## config.mk

```make
export PLATFORM = sky130hd
export DESIGN_NAME = rdreq_splitter
export DESIGN_NICKNAME = d
export VERILOG_FILES = /design/src/rtl/rdsplit_pkg.sv /design/src/rtl/rdsplit_chunk.sv /design/src/rtl/rdsplit_tagpool.sv /design/src/rtl/rdreq_splitter.sv
export SDC_FILE = /design/constraint.sdc
export NUM_CORES = 1
export LEC_CHECK = 0
export ABC_AREA = 1
export BUFFER_PORTS_ARGS = -buffer_cell sky130_fd_sc_hd__buf_2
export CORE_ASPECT_RATIO = 2
export CORE_MARGIN = 5
export CORE_UTILIZATION = 35
export CTS_BUF_LIST = sky130_fd_sc_hd__clkbuf_4
export DETAILED_ROUTE_END_ITERATION = 10
export SYNTH_ARGS = -nofsm -noshare
export SYNTH_HDL_FRONTEND = slang
export SYNTH_SLANG_ARGS = --single-unit
export TNS_END_PERCENT = 5
```

## constraint.sdc

```tcl
create_clock -name clk -period 8.8 [get_ports clk]
set_clock_uncertainty 0.1 [all_clocks]
set_input_delay 1.32 -clock clk [delete_from_list [all_inputs] [get_ports clk]]
set_output_delay 1.32 -clock clk [all_outputs]
set_load 0.005 [all_outputs]
```

## src/rtl/rdsplit_pkg.sv

```systemverilog
package rdsplit_pkg;

    localparam int REQ_LEN_W  = 13;
    localparam int PAGE_W     = 12;
    localparam int PAGE_BYTES = 1 << PAGE_W;

    typedef enum logic [1:0] {
        ST_IDLE  = 2'd0,
        ST_ISSUE = 2'd1,
        ST_DRAIN = 2'd2
    } split_state_e;

    typedef struct packed {
        logic [REQ_LEN_W-1:0] len;
        logic                 last;
    } chunk_t;

    // Decode the 3-bit size code into bytes; reserved codes fall back to 128.
    function automatic logic [REQ_LEN_W-1:0] size_code_bytes(input logic [2:0] code);
        logic [REQ_LEN_W-1:0] b;
        if (code <= 3'd5) b = REQ_LEN_W'(128) << code;
        else              b = REQ_LEN_W'(128);
        return b;
    endfunction

endpackage

```

## src/rtl/rdsplit_chunk.sv

```systemverilog
module rdsplit_chunk
    import rdsplit_pkg::*;
#(
    parameter int ADDR_W = 32,
    parameter int LEN_W  = 20
) (
    input  logic [ADDR_W-1:0]    addr,
    input  logic [LEN_W-1:0]     remaining,
    input  logic [REQ_LEN_W-1:0] max_bytes,
    output chunk_t               chunk
);

    logic [REQ_LEN_W-1:0] to_page;
    logic [REQ_LEN_W-1:0] limit;
    logic [LEN_W-1:0]     limit_x;

    always_comb begin
        to_page = REQ_LEN_W'(PAGE_BYTES) - {1'b0, addr[PAGE_W-1:0]};
        limit   = (max_bytes < to_page) ? max_bytes : to_page;
        limit_x = LEN_W'(limit);
        if (remaining <= limit_x) begin
            chunk.len  = remaining[REQ_LEN_W-1:0];
            chunk.last = 1'b1;
        end else begin
            chunk.len  = limit;
            chunk.last = 1'b0;
        end
    end

endmodule

```

## src/rtl/rdsplit_tagpool.sv

```systemverilog
module rdsplit_tagpool #(
    parameter int NTAGS = 8,
    parameter int TAG_W = 3
) (
    input  logic             clk,
    input  logic             rst,
    input  logic             alloc,
    input  logic             rel,
    input  logic [TAG_W-1:0] rel_tag,
    output logic             any_free,
    output logic             all_free,
    output logic [TAG_W-1:0] free_tag
);

    logic [NTAGS-1:0] free_q;
    logic [NTAGS-1:0] free_d;

    always_comb begin
        free_tag = '0;
        for (int i = NTAGS - 1; i >= 0; i--) begin
            if (free_q[i]) free_tag = TAG_W'(i);
        end
        any_free = |free_q;
        all_free = &free_q;
    end

    always_comb begin
        free_d = free_q;
        if (alloc) free_d[free_tag] = 1'b0;
        if (rel && (int'(rel_tag) < NTAGS)) free_d[rel_tag] = 1'b1;
    end

    always_ff @(posedge clk) begin
        if (rst) free_q <= '1;
        else     free_q <= free_d;
    end

    AST_ALLOC_FROM_FREE: assert property (@(posedge clk) disable iff (rst)
        alloc |-> any_free && free_q[free_tag]);

    AST_ALLOC_CLEARS: assert property (@(posedge clk) disable iff (rst)
        alloc && !(rel && rel_tag == free_tag) |=> !free_q[$past(free_tag)]);

endmodule

```

## src/rtl/rdreq_splitter.sv

```systemverilog
module rdreq_splitter
    import rdsplit_pkg::*;
#(
    parameter int ADDR_W = 32,
    parameter int LEN_W  = 20,
    parameter int NTAGS  = 8,
    localparam int TAG_W = (NTAGS > 1) ? $clog2(NTAGS) : 1
) (
    input  logic                 clk,
    input  logic                 rst,
    input  logic [2:0]           cfg_mrrs,
    input  logic                 cmd_valid,
    output logic                 cmd_ready,
    input  logic [ADDR_W-1:0]    cmd_addr,
    input  logic [LEN_W-1:0]     cmd_len,
    output logic                 cmd_done,
    output logic                 req_valid,
    input  logic                 req_ready,
    output logic [ADDR_W-1:0]    req_addr,
    output logic [REQ_LEN_W-1:0] req_len,
    output logic [TAG_W-1:0]     req_tag,
    input  logic                 cpl_done,
    input  logic [TAG_W-1:0]     cpl_tag
);

    split_state_e         st_q;
    logic [ADDR_W-1:0]    addr_q;
    logic [LEN_W-1:0]     rem_q;
    logic [REQ_LEN_W-1:0] maxb_q;
    logic                 done_q;

    chunk_t               chunk;
    logic                 any_free;
    logic                 all_free;
    logic [TAG_W-1:0]     free_tag;
    logic                 req_fire;
    logic                 cmd_fire;

    rdsplit_chunk #(.ADDR_W(ADDR_W), .LEN_W(LEN_W)) u_chunk (
        .addr      (addr_q),
        .remaining (rem_q),
        .max_bytes (maxb_q),
        .chunk     (chunk)
    );

    rdsplit_tagpool #(.NTAGS(NTAGS), .TAG_W(TAG_W)) u_tags (
        .clk      (clk),
        .rst      (rst),
        .alloc    (req_fire),
        .rel      (cpl_done),
        .rel_tag  (cpl_tag),
        .any_free (any_free),
        .all_free (all_free),
        .free_tag (free_tag)
    );

    assign cmd_ready = (st_q == ST_IDLE);
    assign cmd_fire  = cmd_valid && cmd_ready;
    assign req_valid = (st_q == ST_ISSUE) && any_free;
    assign req_addr  = addr_q;
    assign req_len   = chunk.len;
    assign req_tag   = free_tag;
    assign req_fire  = req_valid && req_ready;
    assign cmd_done  = done_q;

    always_ff @(posedge clk) begin
        if (rst) begin
            st_q   <= ST_IDLE;
            addr_q <= '0;
            rem_q  <= '0;
            maxb_q <= size_code_bytes(3'd0);
            done_q <= 1'b0;
        end else begin
            done_q <= 1'b0;
            unique case (st_q)
                ST_IDLE: begin
                    if (cmd_fire) begin
                        addr_q <= cmd_addr;
                        rem_q  <= cmd_len;
                        maxb_q <= size_code_bytes(cfg_mrrs);
                        st_q   <= (cmd_len == '0) ? ST_DRAIN : ST_ISSUE;
                    end
                end
                ST_ISSUE: begin
                    if (req_fire) begin
                        addr_q <= addr_q + ADDR_W'(chunk.len);
                        rem_q  <= rem_q - LEN_W'(chunk.len);
                        if (chunk.last) st_q <= ST_DRAIN;
                    end
                end
                ST_DRAIN: begin
                    if (all_free) begin
                        done_q <= 1'b1;
                        st_q   <= ST_IDLE;
                    end
                end
                default: st_q <= ST_IDLE;
            endcase
        end
    end

    AST_REQ_WITHIN_MAX: assert property (@(posedge clk) disable iff (rst)
        req_valid |-> (req_len != '0) && (req_len <= maxb_q));

    AST_NO_PAGE_CROSS: assert property (@(posedge clk) disable iff (rst)
        req_valid |-> ({1'b0, req_addr[PAGE_W-1:0]} + req_len) <= REQ_LEN_W'(PAGE_BYTES));

    AST_SIZE_HELD: assert property (@(posedge clk) disable iff (rst)
        (st_q != ST_IDLE) |=> $stable(maxb_q));

    AST_BUSY_AFTER_ACCEPT: assert property (@(posedge clk) disable iff (rst)
        cmd_fire |=> !cmd_ready);

    AST_DONE_TAGS_HOME: assert property (@(posedge clk) disable iff (rst)
        cmd_done |-> all_free && cmd_ready);

    AST_REQ_HOLD: assert property (@(posedge clk) disable iff (rst)
        req_valid && !req_ready |=> req_valid && $stable(req_addr) && $stable(req_len));

endmodule

```

==> impl_results.md, run 1 <==
* Status: complete, no violations
* Top FF cell, synth: dfxtp_1
* Pre-CTS WS at 1.75 ns
* Post-synthesis sequential area ratio at 20.8%
* # resized after CTS at 0
* Max Fanout on Critical Path at 24
* Syn. warnings at 0
* WP data required at 7.38 ns
* Seq cells post-synth at 69
* Least-Margin Pin Slew at 1.09 ns
* Root buf cell: clkbuf_4
* WP data arrival at 5.79 ns
* Die Y at 205 µm
* Fillers at 2103
* First-pass GRT wire length at 36.7 mm
* Fmax at 0.139 GHz
* Core area at 18700 µm²
* CTS tree: yes
* Relative slew slack at 27.0%
* CP Capture Type: output port
* Hold path startpoint: u_tags.free_q[5]
* Final min period at 7.21 ns
* Mapped Cells at 1153
* RSZ-0062 raised after global routing: false
* Avg WL per Cell at 15.2 µm
* CTS Sinks at 69
* Pin count of the biggest net entering global routing at 63
* Crit path from: req_addr[0]
* Reg2reg path depth at 39
* Leakage at 3.80 nW
* Area delta synth->final at 13.3%
* Setup CP Type: reg2out
* FF-to-FF Start: req_addr[0]
* Std-Cell Rows at 71
* H-tree Lvls at 3
* Share of layout cells above drive strength 1 at 13.3%
* Number of global-route vias before repair at 7467
* Final hold violation count at 0
* Fin nets at 1357
* Setup-failing EPs final at 0
* Clock-pin slew on the worst setup and hold paths at 0.13 ns
* Drt total wl at 22.9 mm
* Hold buffers post-CTS at 0
* Hold Path Class: reg2reg
* HPWL after DPL at 18.4 mm
* Fin worst setup slack at 1.59 ns
* Residual DRC at 0
* Post-route ant nets at 0
* Area leader, netlist: dfxtp_1
* Final Power at 0.00312 W
* Power Density at 414 nW/µm²
* Crit share post-route at 82.0%
* Synth Net Count at 1264
* Share of the synthesized area in the top cell type at 20.8%
* Die Area at 22000 µm²
* Final TNS setup at 0 ns
* Antenna violations before repair at 2
* # port buffers at 113
* DR iter-0 viols at 340
* Post-CTS setup buffer count at 0
* Cell variety after synth at 42
* Num CTS Buffers at 9
* Grt ovf at 0
* CTS Buffer Depth at 2
* GRT Total Usage at 21.2%
* Avg Cell Area, Syn at 5.77 µm²
* Startpoint class of the critical path: flop
* Clock Latency Late Sink at 0.47 ns
* # Max-Cap Violations at 0
* Via count at 7517
* Post-Synthesis Cell Area at 6650 µm²
* Hold Worst Slack at 0.386 ns
* Pins Over Slew Limit at 0
* Vias/cell at 4.99
* Synth async-reset ratio at 0%
* Initial Utilization at 35.5%
* IO Pins at 114
* Post-synth EDFFs at 0
* Maximum vdd drop at 0.153 mV
* Worst Hold Depth at 2
* Final GP Congestion at 0.927
* Number of detailed-routing iterations run before antenna repair at 5
* Die X at 107 µm
* Top cells by area, synth: dfxtp_1 21%, nand2_1 19%, ha_1 8.7%, inv_1 8.6%, a21oi_1 8.3%
-- report_power, final --
| part | switching, W | internal, W | leakage (nW) |
|---|---|---|---|
| logic | 0.00156 | 0.000793 | 3.15 |
| registers | 0.000131 | 0.000405 | 0.568 |
| clock network | 0.000139 | 0.0000876 | 0.0779 |
| total | 0.00183 | 0.00129 | 3.80 |
-- worst max-delay path, stage by stage, from the launching register on --
cell and delay, ns:
dfxtp_1 0.35, inv_1 0.14, ha_1 0.23, nand4_1 0.14, or2_4 0.28, nor2_1 0.17, nand3_1 0.12, nor2_1 0.10
inv_1 0.05, ha_1 0.28, a21oi_1 0.14, o21ai_0 0.09, nor2_1 0.57, nand2_4 0.21, nand2_1 0.12, nand2_2 0.07
ha_1 0.32, nand2_1 0.07, inv_1 0.03, nor2_1 0.10, o21a_1 0.14, nand2_1 0.05, nand2_1 0.05, nand3_1 0.09
nand2_2 0.35, inv_1 0.27, o21ai_0 0.58, buf_2 0.23
-- cell usage in the layout, fill, tap and decap left out, types with 2 or more instances in the layout --
master    instances
nand2_1         330
inv_1           152
nor2_1          124
buf_2           113
a21oi_1         110
nand3_1          83
o21ai_0          71
dfxtp_1          69
ha_1             46
nor3_1           21
xor2_1           18
nand4_1          15
nand2_2          11
a31oi_1           9
clkbuf_4          9
or2_2             8
nand3b_1          7
nor4_1            6
o21ai_1           6
inv_2             5
nor2_2            4
a211oi_1          4
xnor2_1           3
clkinv_4          3
nand2_4           2
o21ai_2           2
a21boi_1          2
fa_1              2
buf_4             2
-- area by class of cell --
cell class	instances	area, µm²	share of cell area, %
sequential	69	1380	18.3
clock inverter	7	73.8	0.980
tap	255	319	4.24
clock buffer	9	67.6	0.897
antenna	1	2.50	0.0332
timing repair buffer	115	581	7.71
inverter	157	589	7.82
multi-input combinational	894	4520	60.0
-- cells in the mapped netlist, types with 5 or more instances --
| cell type | number |
|---|---|
| o21ai_0 | 71 |
| clkbuf_1 | 17 |
| nor3_1 | 21 |
| nor2_1 | 124 |
| nor4_1 | 6 |
| a31oi_1 | 9 |
| nand2_1 | 330 |
| buf_2 | 10 |
| a21oi_1 | 110 |
| inv_1 | 152 |
| inv_2 | 5 |
| nand3b_1 | 7 |
| xor2_1 | 18 |
| nand3_1 | 83 |
| or2_2 | 8 |
| o21ai_1 | 6 |
| dfxtp_1 | 69 |
| ha_1 | 46 |
| nand2_2 | 11 |
| nand4_1 | 15 |
-- flip-flops by register name, summed over array words and instances, names as in the netlist --
register,flops
st_q,2
cmd_done,1
req_addr,32
rem_q,20
u_tags.free_q,8
maxb_q,6
-- layer usage --
layer,routed length (µm),GRT usage [%],vias to the layer above
li1,-,-,3918
met1,8800,21.7,3387
met2,12200,40.7,161
met3,841,3.12,49
met4,1050,10.5,2
met5,7,0,-
-- worst paths after layout --
| path | to | slack (ns) |
|---|---|---|
| setup reg to reg | req_addr[26] | 1.75 |
| hold / removal | u_tags.free_q[5] | 0.39 |
| hold reg to reg | u_tags.free_q[5] | 0.39 |
| setup / recovery | req_len[0] | 1.59 |
-- stage by stage --
step | std cells | cell area, µm² | util [%]
after floorplan | 1153 | 6650 | -
after global placement | 1490 | 7390 | 39.4
after detailed placement | 1490 | 7390 | 39.4
after CTS | 1506 | 7530 | 40.2
after global routing | 1507 | 7530 | 40.2
final | 1507 | 7530 | 40.2
-- logic make-up (layout without fill, tap and decap cells) --
logic type,after synthesis,count (layout),share of synthesized area [%]
buffers and inverters,190,288,11.3
AND/OR/NAND/NOR,615,615,39.4
flip-flops,69,69,20.8
AO/OA/AOI/OAI,210,210,16.6
adder cells (fa/ha/maj),48,48,9.26
other,0,1,0
XOR/XNOR,21,21,2.77
Note: power is estimated with default switching activity, not from simulation.
==> run 2: changes to the inputs <==
Clock period 8.8 ns to 6.87 ns, I/O delays scaled along.
==> impl_results.md, run 2 (synthesized netlist as in run 1, its figures left out) <==
* WP data arrival at 5.08 ns (was 5.79 ns)
* Vias/cell at 5.02 (was 4.99)
* GRT Total Usage at 21.3% (was 21.2%)
* Hold Path Class: reg2reg (unchanged)
* Fmax at 0.161 GHz
* Hold buffers post-CTS at 0 (unchanged)
* Setup-failing EPs final at 0 (unchanged)
* Final hold violation count at 0 (unchanged)
* H-tree Lvls at 3 (unchanged)
* CTS Sinks at 69 (unchanged)
* Max Fanout on Critical Path at 23 (was 24)
* Hold path startpoint: u_tags.free_q[5] (unchanged)
* IO Pins at 114 (unchanged)
* Pin count of the biggest net entering global routing at 63 (unchanged)
* Slowest cell on the critical path: o21ai_1 (was o21ai_0)
* HPWL after DPL at 18.5 mm (was 18.4 mm)
* Num CTS Buffers at 9 (unchanged)
* WP data required at 5.74 ns (was 7.38 ns)
* Post-CTS setup buffer count at 0 (unchanged)
* Post-placement cell count at 1495 (was 1490)
* Sw Pwr at 0.00232 W (was 0.00183 W)
* Relative slew slack at 21.3% (was 27.0%)
* CP peak stage delay at 0.52 ns (was 0.58 ns)
* Startpoint class of the critical path: flop (unchanged)
* Delay-heaviest family, CP: simple AND/OR/NAND/NOR gates (unchanged)
* Die Area at 22000 µm² (unchanged)
* Power Density at 527 nW/µm² (was 414 nW/µm²)
* Grt ovf at 0 (unchanged)
* RSZ-0062 raised after global routing: false (unchanged)
* Final GP Congestion at 0.974 (was 0.927)
* Number of global-route vias before repair at 7617 (was 7467)
* CTS Buffer Depth at 2 (unchanged)
* Status: complete, no violations (unchanged)
* Bufs and invs on worst path at 5 (unchanged)
* DR iter-0 viols at 422 (was 340)
* Core area at 18700 µm² (unchanged)
* Clock Latency Late Sink at 0.48 ns (was 0.47 ns)
* Antenna violations before repair at 2 (unchanged)
* Hold Worst Slack at 0.390 ns (was 0.386 ns)
* Post-Layout Cell Count at 1512 (was 1507)
* Hold EP: u_tags.free_q[5] (unchanged)
* Worst Hold Depth at 2 (unchanged)
* Reg-to-reg endpoint: req_addr[18] (was req_addr[26])
* Least-Margin Pin Slew at 1.18 ns (was 1.09 ns)
* Std-Cell Rows at 71 (unchanged)
* First-pass GRT wire length at 36.9 mm (was 36.7 mm)
* Residual DRC at 0 (unchanged)
* Fin nets at 1362 (was 1357)
* # port buffers at 113 (unchanged)
* Final TNS setup at 0 ns (unchanged)
* Initial Utilization at 35.5% (unchanged)
* Final min period at 6.21 ns
* Max FFs per register at 32 (unchanged)
* M1 WL at 8.50 mm (was 8.80 mm)
* Via count at 7596 (was 7517)
* # Max-Cap Violations at 0 (unchanged)
* P_int at 0.00168 W (was 0.00129 W)
* FF-to-FF Start: req_addr[0] (unchanged)
* Crit share post-route at 90.4%
* Area delta synth->final at 14.0% (was 13.3%)
* Pins Over Slew Limit at 0 (unchanged)
* Clock-pin slew on the worst setup and hold paths at 0.13 ns (about the same)
* CTS tree: yes (unchanged)
* Drt total wl at 22.9 mm (about the same)
* Sw Share at 58.0% (was 58.7%)
* R2r setup slk at 0.68 ns (was 1.75 ns)
* Share of layout cells above drive strength 1 at 13.7% (was 13.3%)
* # resized after CTS at 0 (unchanged)
* Commonest non-fill, non-tap cell in the layout: nand2_1 (unchanged)
* Clock power share at 7.6% (was 7.3%)
* Maximum vdd drop at 0.170 mV (was 0.153 mV)
* Met2 routed WL at 12.3 mm (was 12.2 mm)
* Top layer in use: met5 (unchanged)
* Seq pwr share at 17.3% (was 17.2%)
* Avg WL per Cell at 15.1 µm (was 15.2 µm)
* Die X at 107 µm (unchanged)
* Met3 wire length at 1.08 mm (was 841 µm)
* Setup CP Type: reg2out (unchanged)
* Leakage at 3.82 nW (was 3.80 nW)
* Number of detailed-routing iterations run before antenna repair at 5 (unchanged)
* Post-route ant nets at 0 (unchanged)
* Most frequent cells in the layout: 330 x nand2_1, 152 x inv_1, 124 x nor2_1, 113 x buf_2, 110 x a21oi_1 (unchanged)
* Die Y at 205 µm (unchanged)
* Reg2reg path depth at 36 (was 39)
* Root buf cell: clkbuf_4 (unchanged)
* Proportion of power drawn by combinational gates at 75.2% (was 75.5%)
* CP Capture Type: output port (unchanged)
-- run 2: final cells by class --
cell class / count / area [µm²]
repair buffers: 120 / 618
multi-input cells: 894 / 4520
well taps: 255 / 319
clock inverters: 7 / 81.3
fillers: 2099 / 11200
clock buffers: 9 / 67.6
diodes: 1 / 2.50
inverters: 157 / 589
flip-flops and latches: 69 / 1380
-- run 2: power by group through the flow --
stage,logic (W),clock network (W),registers [W]
final,0.00300,0.000303,0.000690
after CTS,0.00303,0.000315,0.000689
after floorplan,0.00219,0,0.000643
after detailed placement,0.00301,0,0.000698
after global routing,0.00346,0.000328,0.000709
after global placement,0.00300,0,0.000699
-- run 2: worst max-delay path by stage --
| stage | start | endpoint | slack (ns) | cells after the start |
|---|---|---|---|---|
| 2_1_floorplan | req_addr[0] | req_addr[18] | 1.30 | 40 |
| 3_3_place_gp | req_addr[0] | req_addr[18] | 0.88 | 41 |
| 3_5_place_dp | req_addr[0] | req_addr[26] | 0.72 | 36 |
| 4_1_cts | req_addr[0] | req_len[5] | 0.67 | 25 |
| 5_1_grt | req_addr[0] | req_addr[26] | 0.004 | 41 |
| 6_report | req_addr[0] | req_len[5] | 0.66 | 25 |
-- run 2: tightest hold or removal path, cell delays in order (launching register included) --
cell and delay, ns:
dfxtp_1 0.35, a21oi_1 0.06, o21ai_0 0.06
-- run 2: per-stage QoR --
stage / setup WS [ns] / instance area, µm² / total power, W / utilization [%]
after global routing: 0.00396 / 7580 / 0.00449 / 40.4
after CTS: 0.666 / 7580 / 0.00403 / 40.4
after global placement: 0.875 / 7430 / 0.00369 / 39.6
after detailed placement: 0.718 / 7430 / 0.00371 / 39.6
final: 0.659 / 7580 / 0.00399 / 40.4
after floorplan: 1.30 / 6650 / 0.00284 / -
-- run 2: per-layer routing --
layer / vias up / GRT usage, %
li1: 3925 / -
met1: 3419 / 21.5
met2: 192 / 40.5
met3: 58 / 3.88
met4: 2 / 11.2
met5: - / 0
